$ cat src/rtl/slot_alloc_pkg.sv
package slot_alloc_pkg;

  localparam int CLS_W     = 3;
  localparam int NUM_SLOTS = 4;
  localparam int SLOT_W    = $clog2(NUM_SLOTS);

  // slot roles; the allocator's fallback order depends on INT_A < INT_B
  localparam int SLOT_LD    = 0;
  localparam int SLOT_ST    = 1;
  localparam int SLOT_INT_A = 2;
  localparam int SLOT_INT_B = 3;
  localparam int SLOT_FPG   = 3;

  typedef enum logic [CLS_W-1:0] {
    CLS_LOAD  = 3'd0,
    CLS_STORE = 3'd1,
    CLS_INT   = 3'd2,
    CLS_FPG   = 3'd3,
    CLS_SOLO  = 3'd4
  } cls_e;

endpackage

$ cat src/rtl/slot_class_map.sv
module slot_class_map
  import slot_alloc_pkg::*;
(
  input  logic [CLS_W-1:0]     cls,
  output logic [NUM_SLOTS-1:0] perm,
  output logic                 solo
);

  always_comb begin
    perm = '0;
    solo = 1'b0;
    case (cls)
      CLS_LOAD:  perm[SLOT_LD] = 1'b1;
      CLS_STORE: perm[SLOT_ST] = 1'b1;
      CLS_INT: begin
        perm[SLOT_INT_A] = 1'b1;
        perm[SLOT_INT_B] = 1'b1;
      end
      CLS_FPG:   perm[SLOT_FPG] = 1'b1;
      default: begin
        // single-issue and unassigned codes claim every slot
        perm = '1;
        solo = 1'b1;
      end
    endcase
  end

endmodule

$ cat src/rtl/lane_pick.sv
module lane_pick
  import slot_alloc_pkg::*;
#(
  parameter bit FIRST = 1'b0
) (
  input  logic                 enable,
  input  logic [NUM_SLOTS-1:0] free,
  input  logic [NUM_SLOTS-1:0] perm,
  input  logic                 solo,
  output logic                 grant,
  output logic [SLOT_W-1:0]    slot,
  output logic [NUM_SLOTS-1:0] take
);

  logic [NUM_SLOTS-1:0] avail;
  logic                 found;
  logic [SLOT_W-1:0]    low;

  assign avail = free & perm;

  // lowest free permitted slot wins
  always_comb begin
    found = 1'b0;
    low   = '0;
    for (int s = NUM_SLOTS - 1; s >= 0; s--) begin
      if (avail[s]) begin
        found = 1'b1;
        low   = SLOT_W'(s);
      end
    end
  end

  always_comb begin
    grant = 1'b0;
    slot  = '0;
    take  = '0;
    if (enable) begin
      if (solo) begin
        if (FIRST && (free == '1)) begin
          grant = 1'b1;
          take  = '1;
        end
      end else if (found) begin
        grant = 1'b1;
        slot  = low;
        take  = NUM_SLOTS'(1) << low;
      end
    end
  end

endmodule

$ cat src/rtl/alloc_chain.sv
module alloc_chain
  import slot_alloc_pkg::*;
#(
  parameter int LANES = 4,
  localparam int CNT_W = $clog2(LANES + 1)
) (
  input  logic [LANES-1:0]        valid,
  input  logic [LANES*CLS_W-1:0]  cls,
  output logic [LANES-1:0]        grant,
  output logic [LANES*SLOT_W-1:0] slot,
  output logic [CNT_W-1:0]        count
);

  logic [NUM_SLOTS-1:0] free_v [LANES+1];
  logic [LANES:0]       go;

  assign free_v[0] = '1;
  assign go[0]     = 1'b1;

  for (genvar i = 0; i < LANES; i++) begin : g_lane
    logic [NUM_SLOTS-1:0] perm;
    logic                 solo;
    logic [NUM_SLOTS-1:0] take;
    logic                 g;

    slot_class_map u_map (
      .cls  (cls[i*CLS_W +: CLS_W]),
      .perm (perm),
      .solo (solo)
    );

    lane_pick #(.FIRST(i == 0)) u_pick (
      .enable (go[i] & valid[i]),
      .free   (free_v[i]),
      .perm   (perm),
      .solo   (solo),
      .grant  (g),
      .slot   (slot[i*SLOT_W +: SLOT_W]),
      .take   (take)
    );

    assign grant[i]    = g;
    assign go[i+1]     = g;
    assign free_v[i+1] = free_v[i] & ~take;
  end

  always_comb begin
    count = '0;
    for (int i = 0; i < LANES; i++) begin
      count = count + CNT_W'(grant[i]);
    end
  end

endmodule

$ cat src/rtl/issue_slot_alloc.sv
module issue_slot_alloc
  import slot_alloc_pkg::*;
#(
  parameter int LANES = 4,
  localparam int CNT_W = $clog2(LANES + 1)
) (
  input  logic                        clk,
  input  logic                        rst,
  input  logic [LANES-1:0]            bundle_valid,
  input  logic [LANES*CLS_W-1:0]      bundle_cls,
  output logic [LANES-1:0]            lane_grant,
  output logic [LANES*SLOT_W-1:0]     lane_slot,
  output logic [CNT_W-1:0]            accept_count
);

  logic [LANES-1:0]        grant_d;
  logic [LANES*SLOT_W-1:0] slot_d;
  logic [CNT_W-1:0]        count_d;

  alloc_chain #(.LANES(LANES)) u_chain (
    .valid (bundle_valid),
    .cls   (bundle_cls),
    .grant (grant_d),
    .slot  (slot_d),
    .count (count_d)
  );

  always_ff @(posedge clk) begin
    if (rst) begin
      lane_grant   <= '0;
      lane_slot    <= '0;
      accept_count <= '0;
    end else begin
      lane_grant   <= grant_d;
      lane_slot    <= slot_d;
      accept_count <= count_d;
    end
  end

  AST_COUNT_MATCH: assert property (@(posedge clk) disable iff (rst)
    accept_count == CNT_W'($countones(lane_grant)));

  AST_EMPTY_BUNDLE: assert property (@(posedge clk) disable iff (rst)
    !bundle_valid[0] |=> accept_count == '0);

  AST_LOAD_HEAD: assert property (@(posedge clk) disable iff (rst)
    (bundle_valid[0] && bundle_cls[CLS_W-1:0] == CLS_LOAD)
      |=> (lane_grant[0] && lane_slot[SLOT_W-1:0] == SLOT_W'(SLOT_LD)));

  AST_SOLO_ALONE: assert property (@(posedge clk) disable iff (rst)
    (bundle_valid[0] && bundle_cls[CLS_W-1:0] >= CLS_SOLO)
      |=> (lane_grant == LANES'(1) && lane_slot[SLOT_W-1:0] == '0));

  for (genvar i = 0; i < LANES; i++) begin : g_chk
    AST_IDLE_SLOT_ZERO: assert property (@(posedge clk) disable iff (rst)
      !lane_grant[i] |-> lane_slot[i*SLOT_W +: SLOT_W] == '0);
    if (i > 0) begin : g_prefix
      AST_IN_ORDER: assert property (@(posedge clk) disable iff (rst)
        lane_grant[i] |-> lane_grant[i-1]);
    end
    for (genvar j = i + 1; j < LANES; j++) begin : g_pair
      AST_SLOT_DISTINCT: assert property (@(posedge clk) disable iff (rst)
        (lane_grant[i] && lane_grant[j])
          |-> lane_slot[i*SLOT_W +: SLOT_W] != lane_slot[j*SLOT_W +: SLOT_W]);
    end
  end

endmodule

$ cat config.mk
export PLATFORM = sky130hd
export DESIGN_NAME = issue_slot_alloc
export DESIGN_NICKNAME = d
export VERILOG_FILES = /design/src/rtl/slot_alloc_pkg.sv /design/src/rtl/slot_class_map.sv /design/src/rtl/lane_pick.sv /design/src/rtl/alloc_chain.sv /design/src/rtl/issue_slot_alloc.sv
export SDC_FILE = /design/constraint.sdc
export NUM_CORES = 1
export LEC_CHECK = 0
export ABC_AREA = 1
export CAP_MARGIN = 20
export CORE_ASPECT_RATIO = 0.6
export CORE_MARGIN = 2
export CORE_UTILIZATION = 35
export DETAILED_ROUTE_END_ITERATION = 16
export DONT_BUFFER_PORTS = 1
export HOLD_SLACK_MARGIN = 0.05
export PLACE_DENSITY = 0.53
export SLEW_MARGIN = 20
export SYNTH_ARGS = -nofsm -noshare
export SYNTH_HDL_FRONTEND = slang
export SYNTH_SLANG_ARGS = --single-unit
$ cat constraint.sdc
create_clock -name clk -period 2.4 [get_ports clk]
set_clock_uncertainty 0.05 [all_clocks]
set_input_delay 0.12 -clock clk [delete_from_list [all_inputs] [get_ports clk]]
set_output_delay 0.12 -clock clk [all_outputs]
set_load 0.1 [all_outputs]
# Yosys cells after proc, flatten, opt, wreduce, memory -nomap -nowiden
# Cells that the tools add are included.
[totals] register_bits=15 in_bits=18
[op_classes] muxes=64 n_eq_ne=12 n_reduce_logical=29 addsub=3 n_bitwise=23 n_shift=3
[op_table] cell="two-way mux 1 bit" n=41
[op_table] cell="two-way mux 4 bit" n=9
[op_table] cell="OR reduction 3 bit" n=12
[op_table] cell="two-way mux 2 bit" n=14
[op_table] cell="OR reduction 4 bit" n=7
[op_table] cell="== test 3 x 2 -> 1 bit (second input constant)" n=8
[op_table] cell="bitwise AND 4 bit" n=5
[op_table] cell="== test 3 x 1 -> 1 bit (second input constant)" n=4
[op_table] cell="zero test 3 bit" n=4
[op_table] cell="inverter 1 bit" n=12
[op_table] cell="inverter 4 bit" n=3
[op_table] cell="left shift 1 x 2 -> 4 bit (first input constant)" n=3
[op_table] cell="OR reduction 2 bit" n=4
[op_table] cell="OR reduction 6 bit" n=1
[op_table] cell="OR reduction 5 bit" n=1
[op_table] cell="adder 2 x 1 -> 3 bit" n=1
[op_table] cell="adder 3 x 1 -> 3 bit" n=1
[op_table] cell="bitwise AND 1 bit" n=3
[op_table] cell="adder 1 x 1 -> 2 bit" n=1

# Logic depth before layout (Yosys ltp)
[depth] ltp_word=42 mapped_depth=20 ltp_nobuf=20

# Hierarchy
# Synthesis repeated with hierarchy kept, for this count alone.
[hier_totals] cells_unflattened=213 hier_area_um2=1233.7
[modules_own_cells] mod="issue_slot_alloc" n_inst=1 cells_each=46 seq_area_each_um2=300.3 area_per_inst_um2=424.2
[modules_own_cells] mod="lane_pick at u_chain.g_lane[1].u_pick ..." n_inst=3 cells_each=24 seq_area_each_um2=0.0 area_per_inst_um2=111.4
[modules_own_cells] mod="alloc_chain" n_inst=1 cells_each=34 seq_area_each_um2=0.0 area_per_inst_um2=196.4
[modules_own_cells] mod="slot_class_map" n_inst=4 cells_each=8 seq_area_each_um2=0.0 area_per_inst_um2=35.0
[modules_own_cells] mod="lane_pick at u_chain.g_lane[0].u_pick" n_inst=1 cells_each=29 seq_area_each_um2=0.0 area_per_inst_um2=138.9

# Worst setup path before layout
# OpenSTA, ideal clock, no wires.
[synth_timing] path_type="input-to-reg" start="input port bundle_cls[2]" end="register accept_count[1]" setup_ps=128 n_path_buf=0 path_stages=19 slack_ps=-61 t_arrival_ps=2284 path_cell_list="inv_2 -> nand2_1 -> nand3_2 -> nand2_1 -> nand2_1 -> nand2_1 -> nand2_1 -> nand2_1 -> nand3_2 -> nand2_1 -> o21ai_1 -> nor2_1 -> nand2_1 -> fa_1 -> inv_1 -> ha_1 -> ha_1 -> inv_1 -> nor2_1"
[synth_between] elab_chain_len=42 elab_cells_between_ends=75
[synth_lines] element="start: declaration" line_no="issue_slot_alloc.sv:10" text="input logic [LANES*CLS_W-1:0] bundle_cls,"
[synth_lines] element="== test 3 x 1 -> 1 bit / zero test 3 bit (equally long branches)" line_no="slot_class_map.sv:12" text="case (cls)"
[synth_lines] element="OR reduction 2 bit (no source line)"
[synth_lines] element="two-way mux 2 bit (4 in a row)" line_no="lane_pick.sv:26" text="if (avail[s]) begin"
[synth_lines] element="left shift 1 x 2 -> 4 bit" line_no="lane_pick.sv:46" text="take = NUM_SLOTS'(1) << low;"
[synth_lines] element="two-way mux 4 bit" line_no="lane_pick.sv:43" text="end else if (found) begin"
[synth_lines] element="two-way mux 4 bit" line_no="lane_pick.sv:38" text="if (solo) begin"
[synth_lines] element="two-way mux 4 bit" line_no="lane_pick.sv:37" text="if (enable) begin"
[synth_lines] element="inverter 4 bit" line_no="alloc_chain.sv:44" text="assign free_v[i+1] = free_v[i] & ~take;"
[synth_lines] element="[... 21 more ...]"
[synth_lines] element="bitwise AND 4 bit" line_no="alloc_chain.sv:44"
[synth_lines] element="bitwise AND 4 bit" line_no="lane_pick.sv:19" text="assign avail = free & perm;"
[synth_lines] element="two-way mux 1 bit (4 in a row)" line_no="lane_pick.sv:26"
[synth_lines] element="two-way mux 1 bit" line_no="lane_pick.sv:43"
[synth_lines] element="two-way mux 1 bit" line_no="lane_pick.sv:38"
[synth_lines] element="two-way mux 1 bit" line_no="lane_pick.sv:37"
[synth_lines] element="adder 3 x 1 -> 3 bit *" line_no="alloc_chain.sv:50" text="count = count + CNT_W'(grant[i]);"
[synth_lines] element="via count_d[1]" line_no="issue_slot_alloc.sv:18" text="logic [CNT_W-1:0] count_d;"
[synth_lines] element="end signal: assignment" line_no="issue_slot_alloc.sv:36" text="accept_count <= count_d;"
[synth_lines] element="end: declaration" line_no="issue_slot_alloc.sv:13" text="output logic [CNT_W-1:0] accept_count"
# The timed path passes the listed nets; every way through them passes the cells marked *.
# A chain may end at the register's enable or synchronous reset.

# Worst setup path after layout
[layout_timing] start="input port bundle_cls[5]" end="register accept_count[1]"
[layout_between] elab_cells_between_ends=62
[layout_lines] element="== test 3 x 1 -> 1 bit / zero test 3 bit (equally long branches)" line_no="slot_class_map.sv:12"
[layout_lines] element="OR reduction 2 bit (no source line)"
[layout_lines] element="two-way mux 1 bit" line_no="slot_class_map.sv:12"
[layout_lines] element="bitwise AND 4 bit" line_no="lane_pick.sv:19"
[layout_lines] element="two-way mux 1 bit (4 in a row)" line_no="lane_pick.sv:26"
[layout_lines] element="two-way mux 1 bit" line_no="lane_pick.sv:43"
[layout_lines] element="two-way mux 1 bit *" line_no="lane_pick.sv:38"
[layout_lines] element="two-way mux 1 bit *" line_no="lane_pick.sv:37"
[layout_lines] element="via u_chain.g_lane[1].g" line_no="alloc_chain.sv:24" text="logic g;"
[layout_lines] element="[... 3 more ...]"
[layout_lines] element="bitwise AND 4 bit" line_no="alloc_chain.sv:44"
[layout_lines] element="bitwise AND 4 bit" line_no="lane_pick.sv:19"
[layout_lines] element="two-way mux 1 bit (4 in a row)" line_no="lane_pick.sv:26"
[layout_lines] element="two-way mux 1 bit" line_no="lane_pick.sv:43"
[layout_lines] element="two-way mux 1 bit" line_no="lane_pick.sv:38"
[layout_lines] element="two-way mux 1 bit" line_no="lane_pick.sv:37"
[layout_lines] element="adder 3 x 1 -> 3 bit *" line_no="alloc_chain.sv:50"
[layout_lines] element="via count_d[1]" line_no="issue_slot_alloc.sv:18"
# Marked as above.

==> impl_metrics.ini <==
[outcome]
status = finished, final reports clean

[clock_tree]
clk_path_buf_depth = 2
cts_inserted_buffers = 3
clkTransAtPathRegs_ns = 0.06
htreeDepth = 1
clockRootBuffer = clkbuf_8
cts_sinks = 15
cts_tree = built

[power_and_ir_drop]
fin_total_pwr_uw = 640
power.density_nw_per_um2 = 519
power_frac_comb_pct = 23.6
switching_share_pct = 31.8
peakVddDrop_mv = 0.149
clock_power_share_pct = 30.4
p_sw_uw = 204
internal-power_uw = 437
seqPwrFrac_pct = 46.0
p_leak_nw = 0.623

[floorplan]
io_pins = 33
rows = 14
fp.dieArea_um2 = 2990
start_util_pct = 36.3
die-width_um = 69.3
core_um2 = 2470
die_h_um = 43.2

[critical_path]
crit_path_cell_trace = nor2_1 > inv_1 > nand2_1 > nand2_2 > nor2_2 > nor2_4 > nand3_4 > o211ai_1 > nand2_1 > inv_2 > nand3_2 > nand2_2 > fa_1 > inv_1 > ha_1 > ha_1 > inv_1 > nor2_1
cpPeakStageDelay_ns = 0.52
cp.arrival_ns = 2.31
crit_type = in -> reg
crit_slowest_cell = fa_1
crit_fanout = 4
end_kind = register
cp-start-kind = primary input
critPathCapture = accept_count[1]$_SDFF_PP0_
cp.required_ns = 2.47
crit_start = bundle_cls[5]
cpMostUsedCell = inv_1

[drt]
num_vias = 892
routed_wl_um = 2090
wl_per_cell_um = 11.1
viasPerCell = 4.74
post-route-drc-count = 0
ant_nets = 0
drt_iter0_markers = 23
drt-pass1-iter-count = 4

[logic_synthesis]
synth-async-reset-ratio_pct = 0
synth_edf_count = 0
ys_top_cells_by_area = dfxtp_1 34%, nand2_1 15%, inv_1 9.6%
ys_seq_elements = 15
yosysTopAreaCellShare_pct = 33.5
yosys_warnings = 0
synth_compound_area_share_pct = 12.3
synth_adder_area_share_pct = 5.03
yosys.area.top_type = dfxtp_1
synth-seq-area-share_pct = 33.5
synth_cell_types = 26
synthesis.area_um2 = 896
synthMuxAreaShare_pct = 0
synth_top_family_by_area = simple AND/OR/NAND/NOR gates
syn_inst = 133
synth_simple_gate_area_share_pct = 38.7
synthTopCellsByCount = 35 x nand2_1, 23 x inv_1, 16 x nor2_1
synth-xor-area-share_pct = 0
synth_most_common_cell = nand2_1
syn_area_per_cell_um2 = 6.74
synth_nets = 154
synthFlopType = dfxtp_1

[grt]
grt-ovfl-total = 0
grt_pass1_vias = 869
grtUsageTotal_pct = 15.1
grt_max_degree = 11
grt_pass1_wl_um = 3570
antenna_found_initial = 0

[final_layout]
postLayoutCoreUtil_pct = 49.9
final_cells = 188
syn_to_final_growth_pct = 37.7
fin_nets = 178
antenna_cells = 0
drive_gt1_share_pct = 37.8
final_area_um2 = 1230

[flow_run]
drv_cap = 0

[placement]
post-place-ws_ns = -0.218
post_dp_cell_area_um2 = 1090
dp.cells = 181
dp_hpwl_um = 1780
place_congestion = 0.843
port_buffers = 0

[timing]
min_period_ns = 2.23
drv_slew = 0
hold_slack_ns = 0.0522
max_freq_ghz = 0.448
finalSetupTns_ns = 0
min_period_over_period_pct = 93.0
finalSetupViolCount = 0
hold_viol_final = 0
tightestPinTransition_ns = 0.948
relSlewSlack_pct = 36.7
fin_ws_ns = 0.168

[min_path]
min_path_type = in -> reg
min_path_cells = 3
-- sequential cells by signal (all words and copies together) (netlist names) --
name	count
lane_slot	8
lane_grant	4
accept_count	3
-- routing by layer --
| metal | vias up | wire (um) | GRT usage [%] |
|---|---|---|---|
| met2 | 28 | 890 | 22.9 |
| met4 | 0 | 25 | 5.88 |
| met1 | 395 | 1000 | 19.6 |
| met5 | - | 0 | 0 |
| met3 | 2 | 170 | 5.46 |
| li1 | 467 | - | - |
-- power by group through the flow --
stage | clock (mW) | combinational, mW | sequential, mW
global route | 0.217 | 0.169 | 0.295
global placement | 0 | 0.126 | 0.300
detailed placement | 0 | 0.129 | 0.300
finish | 0.194 | 0.151 | 0.295
floorplan | 0 | 0.0864 | 0.300
CTS | 0.201 | 0.134 | 0.295
-- area by class of cell --
| type | instances | area (um^2) |
|---|---|---|
| Tap cell | 32 | 40.0 |
| Sequential cell | 15 | 300 |
| Inverter | 24 | 92.6 |
| Multi-Input combinational cell | 93 | 599 |
| Fill cell | 241 | 1240 |
| Timing Repair Buffer | 20 | 155 |
| Clock buffer | 3 | 41.3 |
| Clock inverter | 1 | 5.00 |
-- cells by family after synthesis --
kind of cell,Yosys count
buffers and inverters,25
DFF,15
adders and majority gates,3
and+or+nand+nor,73
AOI/OAI and AO/OA,17
-- worst min path at each step --
stage / start / endpoint
global placement: rst / accept_count[2]$_SDFF_PP0_
global route: bundle_cls[0] / lane_slot[0]$_SDFF_PP0_
finish: bundle_cls[0] / lane_slot[0]$_SDFF_PP0_
detailed placement: rst / accept_count[2]$_SDFF_PP0_
CTS: bundle_cls[0] / lane_slot[0]$_SDFF_PP0_
floorplan: bundle_cls[0] / lane_slot[0]$_SDFF_PP0_
-- worst max-delay path: cells and delay by family --
family / cells / cell delay [ns]
compound gates: 1 / 0.12
buf+inv: 4 / 0.20
simple gates: 10 / 0.90
fa+ha+maj: 3 / 0.95
-- placed cells by master (no fill, tap or decap), drive strengths merged --
cell type,n
dfxtp,15
nor3,2
nand2,37
o21ai,10
and3,1
nand3,10
nor2,18
o21bai,2
fa,1
nand4,2
a21oi,3
nor3b,1
inv,24
buf,18
nand3b,2
clkbuf,3
dlygate4sd3,2
o211ai,2
ha,2
clkinv,1
-- what timing repair did --
action                                  CTS  global route
gates resized for setup                   0            24
endpoints found under the setup margin    0             3
hold endpoints to repair                 12             0
buffers inserted                          0             1
hold buffers                              2             0
Note: power is estimated with default switching activity, not from simulation.
